<file path="config.mk">
export PLATFORM = sky130hd
export DESIGN_NAME = wrburst_seq
export DESIGN_NICKNAME = d
export VERILOG_FILES = /design/src/rtl/wrseq_pkg.sv /design/src/rtl/wrseq_downcnt.sv /design/src/rtl/wrseq_beat_ctr.sv /design/src/rtl/wrburst_seq.sv
export SDC_FILE = /design/constraint.sdc
export NUM_CORES = 1
export LEC_CHECK = 0
export CAP_MARGIN = 30
export CORE_ASPECT_RATIO = 0.5
export CORE_MARGIN = 2
export CORE_UTILIZATION = 45
export CTS_CLUSTER_SIZE = 16
export DETAILED_ROUTE_END_ITERATION = 8
export DONT_BUFFER_PORTS = 1
export PLACE_DENSITY = 0.61
export SETUP_SLACK_MARGIN = 0.05
export SLEW_MARGIN = 20
export SYNTH_ARGS = -nofsm -noshare
export SYNTH_HDL_FRONTEND = slang
export SYNTH_SLANG_ARGS = --single-unit
</file>
<file path="constraint.sdc">
create_clock -name clk -period 5.15 [get_ports clk]
set_input_delay 0.2575 -clock clk [delete_from_list [all_inputs] [get_ports clk]]
set_output_delay 0.2575 -clock clk [all_outputs]
set_load 0.02 [all_outputs]
</file>
<file path="src/rtl/wrseq_pkg.sv">
package wrseq_pkg;

  typedef enum logic [1:0] {
    CMD_NOP   = 2'b00,
    CMD_WRITE = 2'b01,
    CMD_READ  = 2'b10,
    CMD_PRE   = 2'b11
  } cmd_e;

  typedef enum logic [1:0] {
    PEND_NONE = 2'b00,
    PEND_RD   = 2'b01,
    PEND_PRE  = 2'b10
  } pend_e;

  // Counter preload so that a command issues (t + 1) cycles after the
  // interrupt is taken: busy for t cycles, issue on the expiring edge.
  function automatic int gap_load(int t);
    return (t < 1) ? 0 : t - 1;
  endfunction

  // Cycles after READ during which read data owns the bus (minus the
  // expiring cycle): read data spans cycles R+cl .. R+cl+bl-1.
  function automatic int hold_load(int cl, int bl);
    return cl + bl - 2;
  endfunction

  function automatic int max3(int a, int b, int c);
    int m;
    m = (a > b) ? a : b;
    return (m > c) ? m : c;
  endfunction

endpackage

</file>
<file path="src/rtl/wrseq_downcnt.sv">
module wrseq_downcnt #(
  parameter int W = 4
) (
  input  logic         clk,
  input  logic         rst_n,
  input  logic         load,
  input  logic [W-1:0] load_val,
  output logic         busy,
  output logic         expire
);

  logic [W-1:0] cnt_q;
  logic         busy_q;

  always_ff @(posedge clk or negedge rst_n) begin
    if (!rst_n) begin
      cnt_q  <= '0;
      busy_q <= 1'b0;
    end else if (load) begin
      cnt_q  <= load_val;
      busy_q <= 1'b1;
    end else if (busy_q) begin
      if (cnt_q == '0) busy_q <= 1'b0;
      else             cnt_q  <= cnt_q - 1'b1;
    end
  end

  assign busy   = busy_q;
  assign expire = busy_q && (cnt_q == '0);

  assert_expire_clears_R4: assert property (@(posedge clk) disable iff (!rst_n)
    (expire && !load) |=> !busy);

endmodule

</file>
<file path="src/rtl/wrseq_beat_ctr.sv">
module wrseq_beat_ctr #(
  parameter int BL     = 8,
  parameter int SLOT_W = $clog2(BL + 1),
  parameter int BEAT_W = $clog2(BL)
) (
  input  logic              clk,
  input  logic              rst_n,
  input  logic              start,
  input  logic              cut,
  output logic              act,
  output logic              data_slot,
  output logic              masked,
  output logic [BEAT_W-1:0] beat_idx
);

  localparam logic [SLOT_W-1:0] LAST = SLOT_W'(BL);

  logic [SLOT_W-1:0] slot_q;
  logic              act_q;
  logic              mask_q;

  // slot 0 is the WRITE command cycle; slots 1..BL carry beats 0..BL-1
  always_ff @(posedge clk or negedge rst_n) begin
    if (!rst_n) begin
      slot_q <= '0;
      act_q  <= 1'b0;
      mask_q <= 1'b0;
    end else if (start) begin
      slot_q <= '0;
      act_q  <= 1'b1;
      mask_q <= 1'b0;
    end else if (act_q) begin
      if (slot_q == LAST) begin
        act_q  <= 1'b0;
        mask_q <= 1'b0;
      end else begin
        slot_q <= slot_q + 1'b1;
        if (cut) mask_q <= 1'b1;
      end
    end
  end

  assign act       = act_q;
  assign masked    = mask_q;
  assign data_slot = act_q && (slot_q != '0);
  assign beat_idx  = BEAT_W'(slot_q - 1'b1);

  assert_slot_bound_R1: assert property (@(posedge clk) disable iff (!rst_n)
    act |-> (slot_q <= LAST));

  assert_mask_only_in_burst_R3: assert property (@(posedge clk) disable iff (!rst_n)
    masked |-> act);

endmodule

</file>
<file path="src/rtl/wrburst_seq.sv">
module wrburst_seq
  import wrseq_pkg::*;
#(
  parameter int DQ_W   = 32,
  parameter int BANK_W = 2,
  parameter int COL_W  = 8,
  parameter int BL     = 8,
  parameter int CL     = 2,
  parameter int T_WTR  = 2,
  parameter int T_WR   = 3,
  parameter int BEAT_W = $clog2(BL)
) (
  input  logic              clk,
  input  logic              rst_n,
  input  logic              wr_req,
  input  logic [BANK_W-1:0] wr_bank,
  input  logic [COL_W-1:0]  wr_col,
  output logic              wr_ready,
  input  logic              rd_req,
  input  logic [BANK_W-1:0] rd_bank,
  input  logic [COL_W-1:0]  rd_col,
  output logic              rd_ready,
  input  logic              pre_req,
  input  logic [BANK_W-1:0] pre_bank,
  output logic              pre_ready,
  input  logic [DQ_W-1:0]   wd_data,
  output logic              wd_take,
  output logic [BEAT_W-1:0] wd_beat,
  output logic [1:0]        cmd,
  output logic [BANK_W-1:0] cmd_bank,
  output logic [COL_W-1:0]  cmd_col,
  output logic [DQ_W-1:0]   dq_out,
  output logic              dq_oe,
  output logic [DQ_W/8-1:0] dm
);

  localparam int NLANE  = DQ_W / 8;
  localparam int SLOT_W = $clog2(BL + 1);
  localparam int MAXT   = max3(T_WTR, T_WR, CL + BL);
  localparam int TW     = $clog2(MAXT + 1);
  localparam logic [TW-1:0] LD_WTR  = TW'(gap_load(T_WTR));
  localparam logic [TW-1:0] LD_WR   = TW'(gap_load(T_WR));
  localparam logic [TW-1:0] LD_HOLD = TW'(hold_load(CL, BL));

  // ---------------- named internal events ----------------
  logic b_act, b_data, b_masked;
  logic g_busy, g_expire, g_load;
  logic h_busy, h_expire, h_load;
  logic can_int, pre_hit, wr_ok;
  logic rd_acc, pre_acc, wr_acc, int_acc, issue;
  logic [TW-1:0] g_val;

  pend_e              pend_q;
  logic [BANK_W-1:0]  pbank_q, cur_bank_q;
  logic [COL_W-1:0]   pcol_q;
  cmd_e               cmd_q;
  logic [BANK_W-1:0]  cmd_bank_q;
  logic [COL_W-1:0]   cmd_col_q;

  // ---------------- beat slot tracking ----------------
  wrseq_beat_ctr #(
    .BL(BL), .SLOT_W(SLOT_W), .BEAT_W(BEAT_W)
  ) u_beat (
    .clk(clk), .rst_n(rst_n),
    .start(wr_acc), .cut(int_acc),
    .act(b_act), .data_slot(b_data), .masked(b_masked),
    .beat_idx(wd_beat)
  );

  // ---------------- gap timer (tWTR / tWR) ----------------
  wrseq_downcnt #(.W(TW)) u_gap (
    .clk(clk), .rst_n(rst_n),
    .load(g_load), .load_val(g_val),
    .busy(g_busy), .expire(g_expire)
  );

  // ---------------- read-data bus hold ----------------
  wrseq_downcnt #(.W(TW)) u_hold (
    .clk(clk), .rst_n(rst_n),
    .load(h_load), .load_val(LD_HOLD),
    .busy(h_busy), .expire(h_expire)
  );

  // ---------------- acceptance and priority ----------------
  always_comb begin
    can_int   = b_act && !b_masked && (pend_q == PEND_NONE);
    pre_hit   = (pre_bank == cur_bank_q);
    rd_ready  = can_int;
    pre_ready = can_int && !rd_req && pre_hit;
    wr_ok     = (pend_q == PEND_NONE) && !h_busy &&
                (!b_act || (!b_masked && (wr_bank == cur_bank_q)));
    rd_acc    = rd_req && rd_ready;
    pre_acc   = pre_req && pre_ready;
    wr_ready  = wr_ok && !rd_acc && !pre_acc;
    wr_acc    = wr_req && wr_ready;
    int_acc   = rd_acc || pre_acc;
    g_load    = int_acc;
    g_val     = rd_acc ? LD_WTR : LD_WR;
    issue     = (pend_q != PEND_NONE) && g_expire;
    h_load    = issue && (pend_q == PEND_RD);
  end

  // ---------------- pending interrupt ----------------
  always_ff @(posedge clk or negedge rst_n) begin
    if (!rst_n) begin
      pend_q  <= PEND_NONE;
      pbank_q <= '0;
      pcol_q  <= '0;
    end else if (int_acc) begin
      pend_q  <= rd_acc ? PEND_RD : PEND_PRE;
      pbank_q <= rd_acc ? rd_bank : cur_bank_q;
      pcol_q  <= rd_acc ? rd_col : '0;
    end else if (issue) begin
      pend_q  <= PEND_NONE;
    end
  end

  // ---------------- command register ----------------
  always_ff @(posedge clk or negedge rst_n) begin
    if (!rst_n) begin
      cmd_q      <= CMD_NOP;
      cmd_bank_q <= '0;
      cmd_col_q  <= '0;
      cur_bank_q <= '0;
    end else begin
      cmd_q <= CMD_NOP;
      if (wr_acc) begin
        cmd_q      <= CMD_WRITE;
        cmd_bank_q <= wr_bank;
        cmd_col_q  <= wr_col;
        cur_bank_q <= wr_bank;
      end else if (issue) begin
        cmd_q      <= (pend_q == PEND_RD) ? CMD_READ : CMD_PRE;
        cmd_bank_q <= pbank_q;
        cmd_col_q  <= pcol_q;
      end
    end
  end

  // ---------------- outputs ----------------
  assign cmd      = cmd_q;
  assign cmd_bank = cmd_bank_q;
  assign cmd_col  = cmd_col_q;
  assign wd_take  = b_data && !b_masked;
  assign dq_oe    = wd_take;
  assign dq_out   = wd_take ? wd_data : '0;
  assign dm       = {NLANE{b_data && b_masked}};

  // ---------------- assertions ----------------
  assert_cut_releases_bus_R3: assert property (@(posedge clk) disable iff (!rst_n)
    int_acc |=> !dq_oe);

  assert_cmd_after_gap_R4: assert property (@(posedge clk) disable iff (!rst_n)
    (cmd_q == CMD_READ || cmd_q == CMD_PRE) |-> $past(g_expire));

  assert_read_bus_idle_R5: assert property (@(posedge clk) disable iff (!rst_n)
    (cmd_q == CMD_READ) |-> !dq_oe);

  assert_read_bus_idle_next_R5: assert property (@(posedge clk) disable iff (!rst_n)
    (cmd_q == CMD_READ) |=> !dq_oe);

  assert_pre_same_bank_R6: assert property (@(posedge clk) disable iff (!rst_n)
    (cmd_q == CMD_PRE) |-> (cmd_bank_q == cur_bank_q));

  assert_read_stalls_write_R8: assert property (@(posedge clk) disable iff (!rst_n)
    (cmd_q == CMD_READ) |=> !wr_ready);

  assert_hold_release_R8: assert property (@(posedge clk) disable iff (!rst_n)
    (h_expire && !b_act && pend_q == PEND_NONE && !g_busy) |=> wr_ready);

  assert_single_accept_R10: assert property (@(posedge clk) disable iff (!rst_n)
    $onehot0({rd_acc, pre_acc, wr_acc}));

  assert_idle_quiet_R2: assert property (@(posedge clk) disable iff (!rst_n)
    $fell(b_act) |-> (!dq_oe && dm == '0));

endmodule

</file>
==> flow_summary_export.csv <==
group,metric,value,unit
drt,vias,1585,
drt,via_per_inst,5.484,
clocking,post_cts_buffers,0,
timing,tns,0,ns
clocking,htreeDepth,2,
run,maxCapViolations,0,
timing,slew_headroom,46.54,%
placed_design,io_buffer_count,0,
timing,finalSetupViolCount,0,
yosys,syn-cell-area,0.002241,mm²
run_status,status,"completed",
setup_path,required,4.89,ns
finish,mostFrequentLayoutCells,"dfrtp_1, and2_1, a22o_1",
clocking,cts_tree,"done",
setup_path,endpoint_kind,"output port",
finish,fillCellCount,446,
global_route,grt_max_degree,43,
drt,finalWirelength,5.027,mm
global_route,overflow,0,
timing,hold_violations,0,
finish,layout_commonest_cell,"dfrtp_1",
setup_path,crit_arrival,2.32,ns
yosys,syn_inst,216,
power_and_ir_drop,ir_worst_vdd,0.2369,mV
yosys,ys_ff_latch,42,
finish,final_core_util,49.90,%
yosys,synth_top_area_cell,"dfrtp_1",
yosys,synth.avg_cell_area,10.37,µm²
clocking,cts.clk_slew.worst_paths,0.08,ns
yosys,synth_nets,280,
setup_path,startpoint_type,"flop",
clocking,numClockSinks,42,
clocking,insertion_delay,0.29,ns
setup_path,crit_path_cell_trace,"inv_1, ha_1, nand2b_1, o21ai_0, nor2_2, buf_8, and2_1",
finish,syn2layout_area_growth,8.319,%
drt,drc,0,
power_and_ir_drop,p_per_area,684.8,mW/mm²
setup_path,cp_max_fo,22,
finish,final_layout_size_suffix_gt1_share,8.676,%
drt,dr.first_iter.drc_count,97,
die,placeableCoreArea,0.004865,mm²
placed_design,place.gp.congestion,0.8010,
setup_path,crit_path_top_delay_cell,"nor2_2",
yosys,ys_types,42,
setup_path,slowest_delay,0.51,ns
setup_path,critical_path_class,"flop to output port",
global_route,grt_pass1_wl,7.534,mm
drt,antenna_left,0,
finish,nets,282,
global_route,grt.total_usage,17.59,%
global_route,antenna_found_initial,0,
clocking,cts_buffers,5,
timing,rsz0062_at_grt,"no",
timing,min_period,2.574,ns
placed_design,dp_hpwl,3.766,mm
yosys,ys_top_cells_by_area,"dfrtp_1, and2_1, a22o_1, a21o_1, ha_1",
die,initial_core_util,46.06,%
yosys,synth-seq-area-share,46.90,%
drt,routedWlPerCell,17.39,µm
drt,firstDrtPassIters,4,
timing,tightest_slew,0.7990,ns
timing,fmax,0.3885,GHz
finish,diodes,0,
timing,fin_skew,0.007375,ns
power_and_ir_drop,power_leakage,1.174,nW
hold_path,hold_class,"primary input to flop",
timing,final.period_utilization,49.98,%
die,row_count,18,
die,die_y,53.90,µm
clocking,root_buffer,"clkbuf_8",
global_route,grt_pass1_vias,1516,
yosys,netlist.area_leader.share,46.90,%
die,die_w,103.8,µm
die,die-area,0.005595,mm²
die,io_pins,115,
timing,maxSlewViolCount,0,
yosys,synth_warnings,0,
clocking,clockBufferDepth,2,
synthesized netlist by cell type:
cell	n
nor2_4	1
o21ai_0	2
xnor2_1	6
a21boi_0	1
buf_1	1
o31a_1	1
xor2_1	7
mux2i_1	2
dfrtp_1	42
o21a_1	1
nor4_4	1
nor3b_1	2
a21oi_1	5
o31ai_1	2
buf_6	2
o21ai_1	1
nor4_1	2
nor3_1	3
or2_2	1
nand2_1	14
nor2_1	14
buf_4	4
and4bb_4	1
nand4_1	1
nor2b_1	1
nand2b_1	3
ha_1	5
nand3_1	2
clkbuf_1	4
nor4b_4	1
a22o_1	18
nor4b_1	2
and2_1	32
a311oi_1	1
or4b_1	1
nand3b_1	2
or4_1	1
mux2_1	2
and2_2	1
a21o_1	11
buf_2	1
inv_1	11
path summary, 6_finish.rpt:
check                                      start               to  slack [ns]  depth (start not counted)
worst max-delay path            u_beat.slot_q[0]       dq_out[29]        2.58                          7
worst min-delay path                  wr_bank[0]    cur_bank_q[0]         0.1                          1
worst max register to register     u_beat.masked       cmd_col[5]        2.82                          6
worst min register to register         pcol_q[2]        pcol_q[2]        0.50                          1
max in group asynchronous                  rst_n  u_hold.cnt_q[2]        4.51                          2
min in group asynchronous                  rst_n       cmd_col[2]        0.43                          2
worst max-delay path, delay by kind of cell (launching register included):
family | cells | cell delay, ns
and+or+nand+nor | 3 | 0.85
adders and majority gates | 1 | 0.28
DFF | 1 | 0.39
AOI/OAI and AO/OA | 1 | 0.10
buffers and inverters | 2 | 0.40
per-layer routing:
layer,vias up,GRT usage (%),share of wire (%)
met4,0,4.505,0.54
met3,4,5.811,6.8
li1,737,-,-
met5,-,0,0
met1,773,22.48,43
met2,71,29.80,49
sequential cells by signal, indices dropped and copies added, names as in the netlist:
name / flops
cmd: 2
u_beat.act: 1
cmd_col: 8
pend_q: 2
u_hold.busy: 1
u_beat.masked: 1
u_hold.cnt_q: 4
pbank_q: 2
u_gap.cnt_q: 4
u_gap.busy: 1
u_beat.slot_q: 4
cur_bank_q: 2
pcol_q: 8
cmd_bank: 2
power by group:
group	leakage, nW	switching (W)	internal, W
Combinational	0.603	0.000499	0.000297
Clock	0.0482	0.000107	0.000108
Sequential	0.523	0.000172	0.000480
Total	1.17	0.000777	0.000885
timing repair:
| action | CTS | global route |
|---|---|---|
| gates resized for setup | 0 | 0 |
| endpoints found under the hold margin | 42 | 0 |
| hold buffers | 2 | 0 |
metrics by stage:
stage	instance area, µm²	setup WS, ns	power [W]	cells	hold WS, ns
finish	2427	2.576	0.001662	289	0.09837
global route	2427	2.324	0.001795	289	0.08806
CTS	2427	2.575	0.001678	289	0.09085
detailed placement	2306	2.824	0.001449	279	-0.03653
global placement	2277	2.669	0.001411	276	-0.03710
floorplan	2241	2.928	0.001325	216	-0.03809
cell type report:
cell class                 instances  area [µm²]  share of cell area (%)
clock buffer                       7       86.33                   3.557
multi-input combinational        151        1075                   44.28
timing repair buffer               7       81.33                   3.351
inverter                          11       41.29                   1.701
sequential                        42        1051                   43.30
tap                               70       87.58                   3.608
clock inverter                     1       5.005                  0.2062
cells by family after synthesis:
group                    after synthesis  synth area share [%]
buffers and inverters                 23                 5.248
flip-flops                            42                 46.90
XOR/XNOR                              13                 5.081
adder cells (fa/ha/maj)                5                 2.792
AND/OR/NAND/NOR                       86                 23.45
multiplexers                           4                 1.898
AO/OA/AOI/OAI                         43                 14.63
Note: power is estimated with default switching activity, not from simulation.
